**src/rtl/pwr_phase_pkg.sv**
```systemverilog
package pwr_phase_pkg;
  typedef enum logic [1:0] {
    PH_SLEEP  = 2'd0,
    PH_PAUSE  = 2'd1,
    PH_READ   = 2'd2,
    PH_SAMPLE = 2'd3
  } phase_e;

  typedef enum logic [1:0] {
    ST_STABLE = 2'd0,
    ST_RST    = 2'd1,
    ST_SETTLE = 2'd2
  } seq_e;
endpackage

```
**src/rtl/pwr_cmd_queue.sv**
```systemverilog
module pwr_cmd_queue
  import pwr_phase_pkg::*;
(
  input  logic   clk_i,
  input  logic   rst_ni,
  input  logic   cmd_sample_i,
  input  logic   cmd_pause_i,
  input  logic   cmd_read_i,
  input  logic   cmd_sleep_i,
  input  logic   accept_i,
  output logic   cmd_vld_o,
  output phase_e cmd_ph_o
);
  logic   new_vld;
  phase_e new_ph;
  logic   pend_vld_q;
  phase_e pend_ph_q;

  always_comb begin
    new_vld = cmd_sleep_i | cmd_pause_i | cmd_read_i | cmd_sample_i;
    if (cmd_sleep_i)      new_ph = PH_SLEEP;
    else if (cmd_pause_i) new_ph = PH_PAUSE;
    else if (cmd_read_i)  new_ph = PH_READ;
    else                  new_ph = PH_SAMPLE;
  end

  always_ff @(posedge clk_i or negedge rst_ni) begin
    if (!rst_ni) begin
      pend_vld_q <= 1'b0;
      pend_ph_q  <= PH_SLEEP;
    end else if (!accept_i && new_vld) begin
      pend_vld_q <= 1'b1;
      pend_ph_q  <= new_ph;
    end else if (accept_i) begin
      pend_vld_q <= 1'b0;
    end
  end

  assign cmd_vld_o = new_vld | pend_vld_q;
  assign cmd_ph_o  = new_vld ? new_ph : pend_ph_q;
endmodule

```
**src/rtl/pwr_phase_seq.sv**
```systemverilog
module pwr_phase_seq
  import pwr_phase_pkg::*;
#(
  parameter int CNT_W = 8
) (
  input  logic             clk_i,
  input  logic             rst_ni,
  input  logic             cmd_vld_i,
  input  phase_e           cmd_ph_i,
  input  logic [CNT_W-1:0] rst_cycles_i,
  input  logic [CNT_W-1:0] settle_cycles_i,
  output phase_e           phase_o,
  output logic             stable_o,
  output logic             in_rst_o,
  output logic             in_settle_o
);
  seq_e             st_q;
  phase_e           phase_q, tgt_q;
  logic [CNT_W-1:0] cnt_q;
  logic             cnt_done;

  // windows last max(N,1) cycles
  assign cnt_done = (cnt_q <= CNT_W'(1));

  always_ff @(posedge clk_i or negedge rst_ni) begin
    if (!rst_ni) begin
      st_q    <= ST_STABLE;
      phase_q <= PH_SLEEP;
      tgt_q   <= PH_SLEEP;
      cnt_q   <= '0;
    end else begin
      unique case (st_q)
        ST_STABLE: begin
          if (cmd_vld_i && cmd_ph_i != phase_q) begin
            if (cmd_ph_i == PH_SLEEP) begin
              phase_q <= PH_SLEEP;
            end else if (phase_q == PH_SLEEP) begin
              st_q  <= ST_RST;
              cnt_q <= rst_cycles_i;
              tgt_q <= cmd_ph_i;
            end else if (cmd_ph_i == PH_SAMPLE) begin
              st_q  <= ST_SETTLE;
              cnt_q <= settle_cycles_i;
              tgt_q <= cmd_ph_i;
            end else begin
              phase_q <= cmd_ph_i;
            end
          end
        end
        ST_RST: begin
          if (cnt_done) begin
            if (tgt_q == PH_SAMPLE) begin
              st_q  <= ST_SETTLE;
              cnt_q <= settle_cycles_i;
            end else begin
              st_q    <= ST_STABLE;
              phase_q <= tgt_q;
            end
          end else begin
            cnt_q <= cnt_q - CNT_W'(1);
          end
        end
        ST_SETTLE: begin
          if (cnt_done) begin
            st_q    <= ST_STABLE;
            phase_q <= tgt_q;
          end else begin
            cnt_q <= cnt_q - CNT_W'(1);
          end
        end
        default: st_q <= ST_STABLE;
      endcase
    end
  end

  assign phase_o     = phase_q;
  assign stable_o    = (st_q == ST_STABLE);
  assign in_rst_o    = (st_q == ST_RST);
  assign in_settle_o = (st_q == ST_SETTLE);
endmodule

```
**src/rtl/pwr_domain_map.sv**
```systemverilog
module pwr_domain_map
  import pwr_phase_pkg::*;
(
  input  phase_e phase_i,
  input  logic   stable_i,
  input  logic   in_rst_i,
  input  logic   in_settle_i,
  output logic   bias_en_o,
  output logic   adc_clk_en_o,
  output logic   dsp_pwr_en_o,
  output logic   dsp_rst_o,
  output logic   ram_pwr_en_o,
  output logic   cfg_retain_o
);
  logic sleeping, sampling;

  assign sleeping = stable_i && (phase_i == PH_SLEEP);
  assign sampling = stable_i && (phase_i == PH_SAMPLE);

  assign bias_en_o    = sampling | in_settle_i;
  assign adc_clk_en_o = sampling;
  assign dsp_pwr_en_o = !sleeping;
  assign ram_pwr_en_o = !sleeping;
  assign dsp_rst_o    = in_rst_i;
  assign cfg_retain_o = sleeping;
endmodule

```
**src/rtl/pwr_phase_ctrl.sv**
```systemverilog
module pwr_phase_ctrl
  import pwr_phase_pkg::*;
#(
  parameter int CNT_W = 8
) (
  input  logic             clk_i,
  input  logic             rst_ni,
  input  logic             cmd_sample_i,
  input  logic             cmd_pause_i,
  input  logic             cmd_read_i,
  input  logic             cmd_sleep_i,
  input  logic [CNT_W-1:0] rst_cycles_i,
  input  logic [CNT_W-1:0] settle_cycles_i,
  output logic [1:0]       phase_o,
  output logic             ready_o,
  output logic             preamp_bias_en_o,
  output logic             shaper_bias_en_o,
  output logic             adc_bias_en_o,
  output logic             adc_clk_en_o,
  output logic             dsp_pwr_en_o,
  output logic             dsp_rst_o,
  output logic             ram_pwr_en_o,
  output logic             cfg_retain_o
);
  logic   cmd_vld, stable, in_rst, in_settle, bias_en;
  phase_e cmd_ph, phase;

  pwr_cmd_queue u_queue (
    .clk_i        (clk_i),
    .rst_ni       (rst_ni),
    .cmd_sample_i (cmd_sample_i),
    .cmd_pause_i  (cmd_pause_i),
    .cmd_read_i   (cmd_read_i),
    .cmd_sleep_i  (cmd_sleep_i),
    .accept_i     (stable),
    .cmd_vld_o    (cmd_vld),
    .cmd_ph_o     (cmd_ph)
  );

  pwr_phase_seq #(.CNT_W(CNT_W)) u_seq (
    .clk_i           (clk_i),
    .rst_ni          (rst_ni),
    .cmd_vld_i       (cmd_vld),
    .cmd_ph_i        (cmd_ph),
    .rst_cycles_i    (rst_cycles_i),
    .settle_cycles_i (settle_cycles_i),
    .phase_o         (phase),
    .stable_o        (stable),
    .in_rst_o        (in_rst),
    .in_settle_o     (in_settle)
  );

  pwr_domain_map u_map (
    .phase_i      (phase),
    .stable_i     (stable),
    .in_rst_i     (in_rst),
    .in_settle_i  (in_settle),
    .bias_en_o    (bias_en),
    .adc_clk_en_o (adc_clk_en_o),
    .dsp_pwr_en_o (dsp_pwr_en_o),
    .dsp_rst_o    (dsp_rst_o),
    .ram_pwr_en_o (ram_pwr_en_o),
    .cfg_retain_o (cfg_retain_o)
  );

  assign phase_o          = phase;
  assign ready_o          = stable;
  assign preamp_bias_en_o = bias_en;
  assign shaper_bias_en_o = bias_en;
  assign adc_bias_en_o    = bias_en;
endmodule

```
**config.mk**
```make
export PLATFORM = sky130hd
export DESIGN_NAME = pwr_phase_ctrl
export DESIGN_NICKNAME = d
export VERILOG_FILES = /design/src/rtl/pwr_phase_pkg.sv /design/src/rtl/pwr_cmd_queue.sv /design/src/rtl/pwr_phase_seq.sv /design/src/rtl/pwr_domain_map.sv /design/src/rtl/pwr_phase_ctrl.sv
export SDC_FILE = /design/constraint.sdc
export NUM_CORES = 1
export LEC_CHECK = 0
export CORE_UTILIZATION = 40
export DETAILED_ROUTE_END_ITERATION = 10
export PLACE_DENSITY = 0.7
export SLEW_MARGIN = 20
export SYNTH_ARGS = -nofsm -noshare
export SYNTH_HDL_FRONTEND = slang
export SYNTH_SLANG_ARGS = --single-unit
```
**constraint.sdc**
```tcl
create_clock -name clk_i -period 2.4 [get_ports clk_i]
set_input_delay 0.24 -clock clk_i [delete_from_list [all_inputs] [get_ports clk_i]]
set_output_delay 0.24 -clock clk_i [all_outputs]
set_load 0.02 [all_outputs]
```
==> impl_metrics.env, run 1 <==
export IMPL_status="complete, no violations"
export IMPL_synth_top_cell_area_share_pct=27.22
export IMPL_async_reset_ff_share_pct=100.0
export IMPL_cts_root_buf="clkbuf_8"
export IMPL_hold_viol=0
export IMPL_synth_top_area_cell="dfrtp_1"
export IMPL_syn_num_nets=213
export IMPL_ys_flop_type="dfrtp_1"
export IMPL_routed_wl_um=4536
export IMPL_start_util_pct=42.05
export IMPL_rows=22
export IMPL_layout_commonest_cell="buf_4"
export IMPL_coreArea_sq_um=3716
export IMPL_critPathKind="reg2reg"
export IMPL_ys_ff_latch=17
export IMPL_cts_path_max_buffers=2
export IMPL_max_freq_mhz=422.0
export IMPL_slew_viol_final=0
export IMPL_cts_htree_levels=1
export IMPL_grt_max_degree=19
export IMPL_ys_seq_area_share_pct=27.22
export IMPL_pre_cts_ws_ns=-0.007435
export IMPL_synthDistinctLibCells=58
export IMPL_syn_inst=185
export IMPL_yosysWarnings=0
export IMPL_drive_gt1_share_pct=23.77
export IMPL_ant_nets=0
export IMPL_remaining_drc_errors=0
export IMPL_synth_cell_area_sq_um=1563
export IMPL_drt_first_pass_iters=4
export IMPL_die_area_sq_um=4161
export IMPL_regArea_sq_um=425.4
export IMPL_p_switching_uw=142.9
export IMPL_vias=1688
export IMPL_setup_violations=0
export IMPL_power_uw=595.3
export IMPL_setup_tns_ns=0
export IMPL_numCtsBuffers=3
export IMPL_intPower_uw=452.4
export IMPL_grt_pass1_vias=1635
export IMPL_wl_per_cell_um=15.53
export IMPL_io_buffers=32
export IMPL_power_share_clock_pct=38.0
export IMPL_power_share_sequential_pct=49.4
export IMPL_clk_pin_slew_ns=0.07
export IMPL_p_per_area_nw_per_um2=272.6
export IMPL_nets=273
export IMPL_cap_violations=0
export IMPL_fillers=345
export IMPL_rsz0062_at_grt="yes"
export IMPL_clkLatencyLatePin_ns=0.26
export IMPL_tightestPinTransition_ns=0.8617
export IMPL_endpoint_kind="register"
export IMPL_globalRouteOverflowTotal=0
export IMPL_ir_drop_mv=0.2844
export IMPL_antennaDiodeCount=0
export IMPL_vias_per_cell=5.781
export IMPL_ios=33
export IMPL_p_leak_nw=0.9596
export IMPL_syn2layout_area_growth_pct=39.71
export IMPL_multiInputGateArea_sq_um=1028
export IMPL_synth_area_per_cell_sq_um=8.447
export IMPL_grtUsageTotal_pct=24.08
export IMPL_gp_congestion=0.8465
export IMPL_startpoint_type="register"
export IMPL_comb_power_share_pct=12.6
export IMPL_cp_required_ns=2.55
export IMPL_cts_sinks=17
export IMPL_synth_edff_count=0
export IMPL_drtIter0Drc=118
export IMPL_hold_class="in2async"
export IMPL_fin_crit_ns=2.370
export IMPL_die_h_um=64.51
export IMPL_synthTopCellsByArea="dfrtp_1 27%, ha_1 4.8%, mux2i_1 3.8%, nor2_1 3.8%, mux2_2 3.6%"
export IMPL_swShare_pct=24.00
export IMPL_cp_max_fo=6
export IMPL_dieWidth_um=64.51
export IMPL_slew_headroom_pct=42.37
export IMPL_antenna_found_initial=0
export IMPL_period_share_pct=98.74
export IMPL_cts_tree="done"
export IMPL_cp_arrival_ns=2.52
export IMPL_final_cell_mix="35 x buf_4, 31 x clkdlybuf4s50_1, 17 x dfrtp_1"
export IMPL_worst_slack_ns=0.03024
export IMPL_grt_pass1_wl_um=7838
export IMPL_dpl_hpwl_um=3370
export IMPL_finClkSkew_ns=0.003018
## cell families (layout without fill, tap and decap cells)
| kind of cell | Yosys count | in the layout | synth area share, % |
|---|---|---|---|
| simple gates | 69 | 69 | 24.34 |
| fa+ha+maj | 6 | 6 | 4.804 |
| flops | 17 | 17 | 27.22 |
| compound gates | 58 | 58 | 27.22 |
| buf+inv | 22 | 81 | 7.525 |
| mux | 13 | 13 | 8.887 |
## cells in the mapped netlist, types with 4 or more instances
| cell | number |
|---|---|
| a211oi_1 | 4 |
| a21o_1 | 5 |
| a21oi_1 | 8 |
| dfrtp_1 | 17 |
| ha_1 | 6 |
| inv_1 | 10 |
| mux2_2 | 5 |
| mux2i_1 | 6 |
| nand2_1 | 11 |
| nand3_1 | 7 |
| nor2_1 | 16 |
| nor4_1 | 6 |
| o21ai_0 | 9 |
| or2_2 | 4 |
## metrics by stage
stage	utilization (%)	cell area (sq um)	hold slack (ns)	cells
floorplan	-	1563	-0.05559	185
global placement	56.80	2111	0.5522	286
detailed placement	56.80	2111	0.5715	286
CTS	58.11	2160	0.4871	290
global route	58.75	2183	0.5096	292
finish	58.75	2183	0.4689	292
## flip-flops by register name (all words and copies together) (netlist names)
name	flops
u_seq.st_q	2
u_queue.pend_vld_q	1
u_queue.pend_ph_q	2
u_seq.phase_o	2
u_seq.tgt_q	2
u_seq.cnt_q	8
## per-layer routing
metal / vias to the layer above / global-route usage (%) / part of all wire (%)
met5: - / 0 / 0
met2: 42 / 39.87 / 47
li1: 818 / - / -
met3: 4 / 3.345 / 4.4
met1: 824 / 33.41 / 48
met4: 0 / 4.444 / 0.75
## power by group through the flow
stage          sequential (mW)  clock (mW)  combinational [mW]
3_3_place_gp             0.299           0              0.0741
2_1_floorplan            0.298           0              0.0197
5_1_grt                  0.294       0.239              0.0828
6_report                 0.294       0.226              0.0751
3_5_place_dp             0.300           0              0.0749
4_1_cts                  0.294       0.227              0.0754
## cell type report
class                      instances  area share (%)
clock inverter                     1          0.2292
tap                               48           2.751
timing repair buffer              67           26.82
sequential                        17           19.48
clock buffer                       3           1.891
inverter                          10           1.719
multi-input combinational        146           47.11
## critical path: stages (launching register included)
cell and delay, ns:
dfrtp_1 0.38, or4_4 0.54, or4_4 0.48, a21o_1 0.22
a221oi_2 0.28, mux2_1 0.35
## repair_timing
item	4_1_cts	5_1_grt
resized for setup	1	2
endpoints found under the setup margin	3	5
hold buffers	0	0
pin swaps	0	0
endpoints found under the hold margin	0	0
setup buffers	0	2
## path summary, 6_finish.rpt
kind | start | to | slack, ns | depth (start not counted)
max in group asynchronous | rst_ni | u_seq.cnt_q[7] | 1.40 | 1
setup / recovery | u_seq.cnt_q[5] | u_seq.phase_o[0] | 0.03 | 5
min in group clk_i | u_seq.cnt_q[7] | u_seq.cnt_q[7] | 0.58 | 2
hold reg to reg | u_seq.cnt_q[7] | u_seq.cnt_q[7] | 0.58 | 2
hold / removal | rst_ni | u_seq.cnt_q[0] | 0.47 | 1
setup reg to reg | u_seq.cnt_q[5] | u_seq.phase_o[0] | 0.03 | 5
No activity file was read; power rests on OpenSTA's default activity.
==> run 2, diff against run 1 <==
--- a/config.mk
+++ b/config.mk
@@ -5,6 +5,7 @@
 export SDC_FILE = /design/constraint.sdc
 export NUM_CORES = 1
 export LEC_CHECK = 0
+export CAP_MARGIN = 20
 export CORE_UTILIZATION = 40
 export DETAILED_ROUTE_END_ITERATION = 10
 export PLACE_DENSITY = 0.7
==> results of run 2 <==
Same layout as run 1: the final DEF is identical, and so are final timing and power.
==> run 3, diff against run 2 <==
--- a/config.mk
+++ b/config.mk
@@ -9,7 +9,6 @@
 export CORE_UTILIZATION = 40
 export DETAILED_ROUTE_END_ITERATION = 10
 export PLACE_DENSITY = 0.7
-export SLEW_MARGIN = 20
 export SYNTH_ARGS = -nofsm -noshare
 export SYNTH_HDL_FRONTEND = slang
 export SYNTH_SLANG_ARGS = --single-unit
==> results of run 3 <==
Same layout as run 1: the final DEF is identical, and so are final timing and power.
